[config.mk]
export PLATFORM = sky130hd
export DESIGN_NAME = flash_cmd_engine
export DESIGN_NICKNAME = d
export VERILOG_FILES = /design/src/rtl/fce_pkg.sv /design/src/rtl/fce_regs.sv /design/src/rtl/fce_frame.sv /design/src/rtl/fce_rx_pack.sv /design/src/rtl/flash_cmd_engine.sv
export SDC_FILE = /design/constraint.sdc
export NUM_CORES = 1
export LEC_CHECK = 0
export ABC_AREA = 1
export BUFFER_PORTS_ARGS = -buffer_cell sky130_fd_sc_hd__buf_2
export CORE_ASPECT_RATIO = 2
export CORE_UTILIZATION = 40
export CTS_BUF_LIST = sky130_fd_sc_hd__clkbuf_8
export CTS_CLUSTER_DIAMETER = 200
export DETAILED_ROUTE_END_ITERATION = 16
export GPL_TIMING_DRIVEN = 0
export PLACE_DENSITY_LB_ADDON = 0.2
export SKIP_LAST_GASP = 1
export SYNTH_ARGS = -nofsm -noshare
export SYNTH_HDL_FRONTEND = slang
export SYNTH_SLANG_ARGS = --single-unit
[constraint.sdc]
create_clock -name clk -period 1.74 [get_ports clk]
set_clock_uncertainty 0.1 [all_clocks]
set_input_delay 0.087 -clock clk [delete_from_list [all_inputs] [get_ports clk]]
set_output_delay 0.087 -clock clk [all_outputs]
set_load 0.02 [all_outputs]
[src/rtl/fce_pkg.sv]
package fce_pkg;
   localparam int REG_W   = 32;
   localparam int SEL_W   = 3;
   localparam int DUMMY_W = 5;
   localparam int CNT_W   = 5;

   localparam logic [1:0] K_SEND  = 2'd0;
   localparam logic [1:0] K_RECV  = 2'd1;
   localparam logic [1:0] K_DUMMY = 2'd2;

   localparam logic [SEL_W-1:0] S_CMD  = 3'd0;
   localparam logic [SEL_W-1:0] S_ADDR = 3'd1;
   localparam logic [SEL_W-1:0] S_WLO  = 3'd2;
   localparam logic [SEL_W-1:0] S_WHI  = 3'd3;
   localparam logic [SEL_W-1:0] S_RLO  = 3'd4;
   localparam logic [SEL_W-1:0] S_RHI  = 3'd5;

   typedef enum logic [2:0] {
      PH_IDLE, PH_OPC, PH_ADR, PH_DMY, PH_WR, PH_RD
   } phase_t;

   typedef struct packed {
      logic [7:0]         opc;
      logic               ren;
      logic [2:0]         rcnt;
      logic               aen;
      logic [1:0]         acnt;
      logic               wen;
      logic [2:0]         wcnt;
      logic [DUMMY_W-1:0] dmy;
   } cmd_t;

   function automatic cmd_t unpack_cmd(input logic [REG_W-1:0] w);
      cmd_t c;
      c.opc  = w[31:24];
      c.ren  = w[23];
      c.rcnt = w[22:20];
      c.aen  = w[19];
      c.acnt = w[17:16];
      c.wen  = w[15];
      c.wcnt = w[14:12];
      c.dmy  = w[11:7];
      return c;
   endfunction
endpackage

[src/rtl/fce_regs.sv]
module fce_regs
   import fce_pkg::*;
#(
   parameter int DATA_BYTES = 8
) (
   input  logic                    clk,
   input  logic                    rst_n,
   input  logic                    wr_en,
   input  logic [SEL_W-1:0]        wr_sel,
   input  logic [REG_W-1:0]        wr_data,
   input  logic [SEL_W-1:0]        rd_sel,
   output logic [REG_W-1:0]        rd_data,
   input  logic                    busy,
   input  logic [2*REG_W-1:0]      rx_data,
   output logic                    start,
   output cmd_t                    cmd,
   output logic [REG_W-1:0]        addr,
   output logic [8*DATA_BYTES-1:0] wdata
);
   logic [REG_W-1:2]   ctrl_q;
   logic [2*REG_W-1:0] wd_q;
   logic               cmd_wr;

   assign cmd_wr = wr_en && (wr_sel == S_CMD) && !busy;
   assign start  = cmd_wr && wr_data[0];
   assign cmd    = unpack_cmd({ctrl_q, 2'b00});
   assign wdata  = wd_q[8*DATA_BYTES-1:0];

   always_ff @(posedge clk or negedge rst_n) begin
      if (!rst_n) begin
         ctrl_q <= '0;
         addr   <= '0;
         wd_q   <= '0;
      end else if (wr_en) begin
         if (cmd_wr)              ctrl_q <= wr_data[REG_W-1:2];
         if (wr_sel == S_ADDR)    addr   <= wr_data;
         if (wr_sel == S_WLO)     wd_q[REG_W-1:0] <= wr_data;
         if (wr_sel == S_WHI)     wd_q[2*REG_W-1:REG_W] <= wr_data;
      end
   end

   always_comb begin
      case (rd_sel)
         S_CMD:   rd_data = {ctrl_q, busy, 1'b0};
         S_ADDR:  rd_data = addr;
         S_WLO:   rd_data = wd_q[REG_W-1:0];
         S_WHI:   rd_data = wd_q[2*REG_W-1:REG_W];
         S_RLO:   rd_data = rx_data[REG_W-1:0];
         S_RHI:   rd_data = rx_data[2*REG_W-1:REG_W];
         default: rd_data = '0;
      endcase
   end
endmodule

[src/rtl/fce_frame.sv]
module fce_frame
   import fce_pkg::*;
#(
   parameter int DATA_BYTES = 8
) (
   input  logic                    clk,
   input  logic                    rst_n,
   input  logic                    start,
   input  cmd_t                    cmd,
   input  logic [REG_W-1:0]        addr,
   input  logic [8*DATA_BYTES-1:0] wdata,
   input  logic                    seq_done,
   output logic                    seq_valid,
   output logic [1:0]              seq_kind,
   output logic [7:0]              seq_tx,
   output logic                    seq_cs_n,
   output logic                    busy,
   output logic                    rx_we,
   output logic [2:0]              rx_idx
);
   phase_t            ph, ph_nxt;
   logic [CNT_W-1:0]  cnt, last;
   logic              clash, early;
   logic [1:0]        adiff;
   logic [REG_W-1:0]  ash;
   logic [8*DATA_BYTES-1:0] wsh;

   assign clash = cmd.wen && cmd.ren;
   assign early = (ph == PH_OPC) || (ph == PH_ADR) || (ph == PH_DMY);

   always_comb begin
      ph_nxt = PH_IDLE;
      if (!clash) begin
         if (ph == PH_OPC && cmd.aen)
            ph_nxt = PH_ADR;
         else if ((ph == PH_OPC || ph == PH_ADR) && cmd.dmy != '0)
            ph_nxt = PH_DMY;
         else if (early && cmd.wen)
            ph_nxt = PH_WR;
         else if (early && cmd.ren)
            ph_nxt = PH_RD;
      end
   end

   always_comb begin
      case (ph)
         PH_ADR:  last = {3'b000, cmd.acnt};
         PH_DMY:  last = cmd.dmy - 5'd1;
         PH_WR:   last = {2'b00, cmd.wcnt};
         PH_RD:   last = {2'b00, cmd.rcnt};
         default: last = '0;
      endcase
   end

   always_ff @(posedge clk or negedge rst_n) begin
      if (!rst_n) begin
         ph  <= PH_IDLE;
         cnt <= '0;
      end else if (start) begin
         ph  <= PH_OPC;
         cnt <= '0;
      end else if (ph != PH_IDLE && seq_done) begin
         if (cnt == last) begin
            ph  <= ph_nxt;
            cnt <= '0;
         end else begin
            cnt <= cnt + 5'd1;
         end
      end
   end

   assign adiff = cmd.acnt - cnt[1:0];
   assign ash   = addr >> {adiff, 3'b000};
   assign wsh   = wdata >> {cnt[2:0], 3'b000};

   always_comb begin
      case (ph)
         PH_OPC:  seq_tx = cmd.opc;
         PH_ADR:  seq_tx = ash[7:0];
         PH_WR:   seq_tx = wsh[7:0];
         default: seq_tx = 8'h00;
      endcase
      case (ph)
         PH_RD:   seq_kind = K_RECV;
         PH_DMY:  seq_kind = K_DUMMY;
         default: seq_kind = K_SEND;
      endcase
   end

   assign busy      = (ph != PH_IDLE);
   assign seq_valid = busy;
   assign seq_cs_n  = !busy;
   assign rx_we     = (ph == PH_RD) && seq_done;
   assign rx_idx    = cnt[2:0];
endmodule

[src/rtl/fce_rx_pack.sv]
module fce_rx_pack
   import fce_pkg::*;
#(
   parameter int DATA_BYTES = 8,
   parameter bit CLEAR_RX   = 1'b1
) (
   input  logic               clk,
   input  logic               rst_n,
   input  logic               clr,
   input  logic               we,
   input  logic [2:0]         idx,
   input  logic [7:0]         din,
   output logic [2*REG_W-1:0] rx_data
);
   for (genvar i = 0; i < DATA_BYTES; i++) begin : g_lane
      logic [7:0] lane_q;
      if (CLEAR_RX) begin : g_clr
         always_ff @(posedge clk or negedge rst_n) begin
            if (!rst_n)                     lane_q <= '0;
            else if (clr)                   lane_q <= '0;
            else if (we && idx == 3'(i))    lane_q <= din;
         end
      end else begin : g_keep
         logic unused_clr;
         assign unused_clr = clr;
         always_ff @(posedge clk or negedge rst_n) begin
            if (!rst_n)                     lane_q <= '0;
            else if (we && idx == 3'(i))    lane_q <= din;
         end
      end
      assign rx_data[8*i +: 8] = lane_q;
   end

   if (DATA_BYTES < 8) begin : g_pad
      assign rx_data[2*REG_W-1:8*DATA_BYTES] = '0;
   end
endmodule

[src/rtl/flash_cmd_engine.sv]
module flash_cmd_engine
   import fce_pkg::*;
#(
   parameter int DATA_BYTES = 8,
   parameter bit CLEAR_RX   = 1'b1
) (
   input  logic             clk,
   input  logic             rst_n,
   input  logic             wr_en,
   input  logic [2:0]       wr_sel,
   input  logic [31:0]      wr_data,
   input  logic [2:0]       rd_sel,
   output logic [31:0]      rd_data,
   output logic             seq_valid,
   output logic [1:0]       seq_kind,
   output logic [7:0]       seq_tx,
   output logic             seq_cs_n,
   input  logic             seq_done,
   input  logic [7:0]       seq_rx
);
   initial begin
      if (DATA_BYTES != 4 && DATA_BYTES != 8)
         $error("DATA_BYTES must be 4 or 8");
   end

   logic                    start, busy, rx_we;
   logic [2:0]              rx_idx;
   cmd_t                    cmd;
   logic [REG_W-1:0]        addr;
   logic [8*DATA_BYTES-1:0] wdata;
   logic [2*REG_W-1:0]      rx_data;

   fce_regs #(.DATA_BYTES(DATA_BYTES)) u_regs (
      .clk(clk), .rst_n(rst_n), .wr_en(wr_en), .wr_sel(wr_sel),
      .wr_data(wr_data), .rd_sel(rd_sel), .rd_data(rd_data),
      .busy(busy), .rx_data(rx_data), .start(start), .cmd(cmd),
      .addr(addr), .wdata(wdata)
   );

   fce_frame #(.DATA_BYTES(DATA_BYTES)) u_frame (
      .clk(clk), .rst_n(rst_n), .start(start), .cmd(cmd),
      .addr(addr), .wdata(wdata), .seq_done(seq_done),
      .seq_valid(seq_valid), .seq_kind(seq_kind), .seq_tx(seq_tx),
      .seq_cs_n(seq_cs_n), .busy(busy), .rx_we(rx_we), .rx_idx(rx_idx)
   );

   fce_rx_pack #(.DATA_BYTES(DATA_BYTES), .CLEAR_RX(CLEAR_RX)) u_rx (
      .clk(clk), .rst_n(rst_n), .clr(start), .we(rx_we),
      .idx(rx_idx), .din(seq_rx), .rx_data(rx_data)
   );
endmodule

## Word-level counts from Yosys, hierarchy flattened

Cells that the tools add are included.

| operators by class | value |
|---|---|
| add/sub/neg operators | 3 |
| multiply operators | 0 |
| div/mod/pow operators | 0 |
| order comparisons | 0 |
| equal/unequal tests | 21 |
| shift operators | 2 |
| mux-type cells | 31 |
| bitwise gates (word level) | 0 |
| reductions and logical operators | 41 |

Operator list:

| kind | number |
|---|---|
| 32-bit one-hot mux with 6 select lines | 1 |
| 8-bit two-way mux | 16 |
| 64-bit by 6-bit >> shifter with 8-bit output | 1 |
| 32-bit by 5-bit >> shifter with 8-bit output | 1 |
| 3-bit by 2-bit equality test with 1-bit output, second input constant | 8 |
| 3-bit equality test, second input constant | 8 |
| 3-bit two-way mux | 8 |
| 8-bit one-hot mux with 3 select lines | 1 |
| 5-bit one-hot mux with 4 select lines | 1 |
| 2-bit nonzero test | 10 |
| 1-bit logical AND | 18 |
| 5-bit two-way mux | 3 |
| 3-bit by 1-bit equality test with 1-bit output, second input constant | 4 |
| 2-bit AND reduction | 5 |
| 3-bit logical NOT | 3 |
| 5-bit by 1-bit adder with 5-bit output, second input constant | 1 |
| 5-bit equality test | 1 |
| 5-bit nonzero test | 1 |
| 5-bit by 1-bit subtractor with 5-bit output, second input constant | 1 |
| 2-bit one-hot mux with 2 select lines | 1 |
| 3-bit nonzero test | 1 |
| 1-bit logical OR | 2 |
| 2-bit subtractor | 1 |
| 1-bit logical NOT | 1 |

| storage, ports and cells | value |
|---|---|
| flip-flop bits (word level) | 198 |
| bits in latches | 0 |
| bits in writable memories | 0 |
| bits in read-only memories | 0 |
| bits of input ports | 50 |
| output and inout port bits | 44 |
| word-level logic and storage cells | 112 |
| memories | 0 |

## Depth between registers and ports, before layout

| depth | value |
|---|---|
| word-level depth | 12 |
| mapped depth | 14 |
| mapped depth without buffers | 14 |

## By module

From an unflattened synthesis, not the netlist that was laid out.

| unflattened totals | value |
|---|---|
| cells, all modules | 1587 |
| area total of the unflattened synthesis | 11427.2 um^2 |

Modules (own cells, without submodules):

| module | times used | cells each | area an instance (um^2) | sequential area each (um^2) |
|---|---|---|---|---|
| fce_regs | 1 | 961 | 6924.1 | 3153.0 |
| fce_rx_pack | 1 | 311 | 2693.8 | 1601.5 |
| fce_frame | 1 | 315 | 1809.2 | 200.2 |

## Least setup slack after synthesis

No wires, ideal clock.

| path | value |
|---|---|
| kind | reg2out |
| from | register u_frame.cnt[0] |
| to | output port seq_tx[1] |
| arrival | 1.748 ns |
| required time | 1.553 ns |
| slack | -0.195 ns |
| stages on the path, launching flop included | 9 |
| path buffers | 2 |
| path through | dfrtp_1 -> ha_1 -> clkbuf_1 -> inv_1 -> clkbuf_1 -> nand2_1 -> a31oi_1 -> o21ai_0 -> nand3_1 |

| on the way | value |
|---|---|
| longest elaborated chain between the ends | 3 |
| elaborated cells on any way between the ends | 4 |
| classes of those cells | 1 x add/sub; 2 x shift; 1 x mux |

Ends and longest elaborated chain:

| element | line | source |
|---|---|---|
| from (decl) | fce_frame.sv:22 | `logic [CNT_W-1:0] cnt, last;` |
| from (signal assigned) | fce_frame.sv:67 | `cnt <= cnt + 5'd1;` |
| 2-bit subtractor | fce_frame.sv:72 | `assign adiff = cmd.acnt - cnt[1:0];` |
| 32-bit by 5-bit >> shifter with 8-bit output | fce_frame.sv:73 | `assign ash = addr >> {adiff, 3'b000};` |
| 8-bit one-hot mux with 3 select lines * | fce_frame.sv:77 | `case (ph)` |
| to (decl) | flash_cmd_engine.sv:16 | `output logic [7:0] seq_tx,` |

Every way passes the cells marked *; elsewhere a longest branch is shown, timed or not.

## Worst setup path in the final report

| path | value |
|---|---|
| from | register u_frame.cnt[0] |
| to | output port seq_tx[7] |

Same word-level chain as after synthesis.

==> impl_metrics.json <==
{
  "worst_pin_slew_ns": 0.764,
  "async_flop_share_pct": 100,
  "antenna_found_initial": 1,
  "clock-root-buffer": "clkbuf_8",
  "start_kind": "flop",
  "drt_iter0_drc": 889,
  "wirelength_mm": 49.9,
  "io_pins": 94,
  "io_buffer_count": 92,
  "drive_above_1_share_pct": 37.5,
  "worstPathCellList": "clkbuf_8, clkinv_4, clkbuf_8, nor2_1, o21ai_0, o211ai_1, nand3_1, buf_6",
  "yosys.area.top_type_share_pct": 49.2,
  "timing.critical_path.slowest_cell_delay_ns": 0.47,
  "p_leak_nw": 6.96,
  "gp_congestion": 0.978,
  "grt_max_degree": 117,
  "synthCells": 1242,
  "ys_seq_area_share_pct": 49.2,
  "dpl_worst_slack_ns": -1.15,
  "cp_slowest_cell": "dfrtp_2",
  "crit_family": "buffers and inverters",
  "crit_path_max_fanout": 10,
  "synthFlopType": "dfrtp_1",
  "dpl.hpwl_mm": 34.4,
  "start_util_pct": 41.0,
  "cts.clk_slew.worst_paths_ns": 0.11,
  "syn_area_um2": 10100,
  "worstSetupPathType": "flop to output pin",
  "ys_types": 45,
  "ys_warn_count": 0,
  "drv_cap": 0,
  "path_common_cell": "clkbuf_8",
  "syn_to_final_growth_pct": 49.0,
  "routed_via_density": 5.82,
  "fmax_ghz": 0.389,
  "worst-path-buf-inv": 4,
  "clk-insertion-delay-late_ns": 0.52,
  "htree_levels": 4,
  "syn-num-nets": 1300,
  "power.density_nw_per_um2": 1390,
  "dp_cells": 1667,
  "numCtsBuffers": 17,
  "die_y_um": 226,
  "track_usage_pct": 39.6,
  "vias": 10700,
  "rsz0062_at_grt": "yes",
  "first_global_vias": 10900,
  "synth_edf_count": 0,
  "grt_pass1_wl_mm": 70.9,
  "required_ns": 1.55,
  "hold_viol": 0,
  "nets": 1557,
  "end_kind": "output pin",
  "layout.cells.non_filler": 1844,
  "synth_area_leaders": "dfrtp_1, nand2_1, o21ai_0",
  "hp-class": "primary input to async pin",
  "crit_arrival_ns": 2.39,
  "synth_area_per_cell_um2": 8.10,
  "overflow": 0,
  "layout_worst_path_cycle_share_pct": 148,
  "cts_tree": "built",
  "coreArea_um2": 24500,
  "wl_per_cell_um": 27.1,
  "drt_first_pass_iters": 7,
  "setup_viol": 138,
  "synth_area_leader_cell": "dfrtp_1",
  "slew_viol_final": 0,
  "relSlewSlack_pct": 49.0,
  "die_x_um": 114,
  "status": "complete, but fails checks",
  "worst_slack_ns": -0.833,
  "violations": "setup timing",
  "synth-seq-cells": 198,
  "finalCriticalPeriod_ns": 2.57,
  "irDropWorstVdd_mv": 0.874,
  "ant_nets": 0,
  "cts.path.max_buffers": 2,
  "clock_sinks": 198,
  "drc": 0,
  "row_count": 81,
  "dieArea_um2": 25800
}
## power by group
group | switching (mW) | total [mW] | internal [mW]
combinational | 5.81 | 10.1 | 4.34
sequential | 1.53 | 7.63 | 6.10
clock | 1.84 | 3.07 | 1.23
total | 9.18 | 20.8 | 11.7
## cell families (layout without fill, tap and decap cells)
logic type                 Yosys count  after routing  synth area share (%)
AOI/OAI and AO/OA                  340            340                  19.7
xor gates and xnor gates             4              4                 0.348
other                                0              1                     0
adders and majority gates            8              8                 0.995
DFF                                198            198                  49.2
buffers and inverters              174            443                  7.52
muxes                                1              1                0.0995
and+or+nand+nor                    517            517                  22.1
## worst paths after layout
check | startpoint | end | slack [ns] | cells past startpoint
setup reg to reg | u_frame.ph[2] | u_rx.g_lane[1].lane_q[0] | -0.50 | 11
hold reg to reg | u_rx.g_lane[7].lane_q[4] | u_rx.g_lane[7].lane_q[4] | 0.39 | 2
min in group clk | seq_done | u_frame.cnt[3] | 0.08 | 5
hold / removal | rst_n | u_regs.ctrl_q[7] | 0.04 | 2
max in group asynchronous | rst_n | u_regs.wdata[28] | 0.37 | 3
setup / recovery | u_frame.cnt[0] | seq_tx[7] | -0.83 | 8
## cell usage after synthesis, drive strengths merged, types with 11 or more instances
cell type / count
nor2: 32
nand2: 371
dfrtp: 198
a221oi: 11
nand4: 25
nand3: 73
o21ai: 246
nor3: 11
buf: 24
inv: 97
a22oi: 16
a21oi: 25
clkbuf: 51
## metal layers
| layer | wire [um] | vias up | global-route usage, % |
|---|---|---|---|
| met5 | 0 | - | 0 |
| met4 | 5800 | 0 | 37.9 |
| met3 | 3020 | 229 | 7.19 |
| met2 | 24900 | 592 | 67.4 |
| met1 | 16300 | 5215 | 40.1 |
| li1 | - | 4705 | - |
## registers in the layout (all words and copies together), names as in the netlist
signal              cells
u_frame.cnt             5
u_regs.ctrl_q          30
u_regs.wdata           64
u_rx.g_lane.lane_q     64
u_frame.ph              3
u_regs.addr            32
## layout make-up
type	instances	area [um^2]
Multi-Input combinational cell	870	5550
Sequential cell	198	4970
Inverter	99	480
Tap cell	332	415
Timing Repair Buffer	239	2430
Clock buffer	19	262
Timing Repair inverter	1	11.3
Fill cell	2084	9530
Clock inverter	12	121
Buffer	73	749
Antenna cell	1	2.50
## layout by cell type, fill, tap and decap left out, drive strengths merged, types with 3 or more instances in the layout
master | Yosys | routed
nand4 | 25 | 25
nand2 | 371 | 371
a221oi | 11 | 11
a32o | 8 | 8
clkbuf | 51 | 72
o211ai | 7 | 7
clkinv | 2 | 4
o21ai | 246 | 246
nand3 | 73 | 73
inv | 97 | 99
a22oi | 16 | 16
a31oi | 7 | 7
buf | 24 | 218
xor2 | 3 | 3
dlygate4sd3 | 0 | 41
ha | 8 | 8
nor2 | 32 | 32
a221o | 6 | 6
nor3 | 11 | 11
a21oi | 25 | 25
o22ai | 4 | 4
clkinvlp | 0 | 8
dfrtp | 198 | 198
## per-stage QoR
stage | hold WS (ns) | utilization, % | power [mW] | instance area, um^2 | setup TNS [ns]
after detailed placement | 0.0301 | 45.1 | 14.0 | 11100 | -92.08
after floorplan | -0.309 | - | 11.2 | 10200 | -5.62
after CTS | 0.0576 | 58.4 | 19.6 | 14300 | -50.72
after global routing | 0.0931 | 61.1 | 21.7 | 15000 | -62.12
after global placement | 0.220 | 45.0 | 13.9 | 11000 | -667.42
final | 0.0435 | 61.1 | 20.8 | 15000 | -54.39
## timing repair
item,4_1_cts,5_1_grt
endpoints found under the hold margin,272,0
hold buffers,41,0
buffers inserted,67,26
pin swaps,102,72
endpoints found under the setup margin,145,146
resized for setup,444,172
gates cloned,16,1
Note: power is estimated with default switching activity, not from simulation.
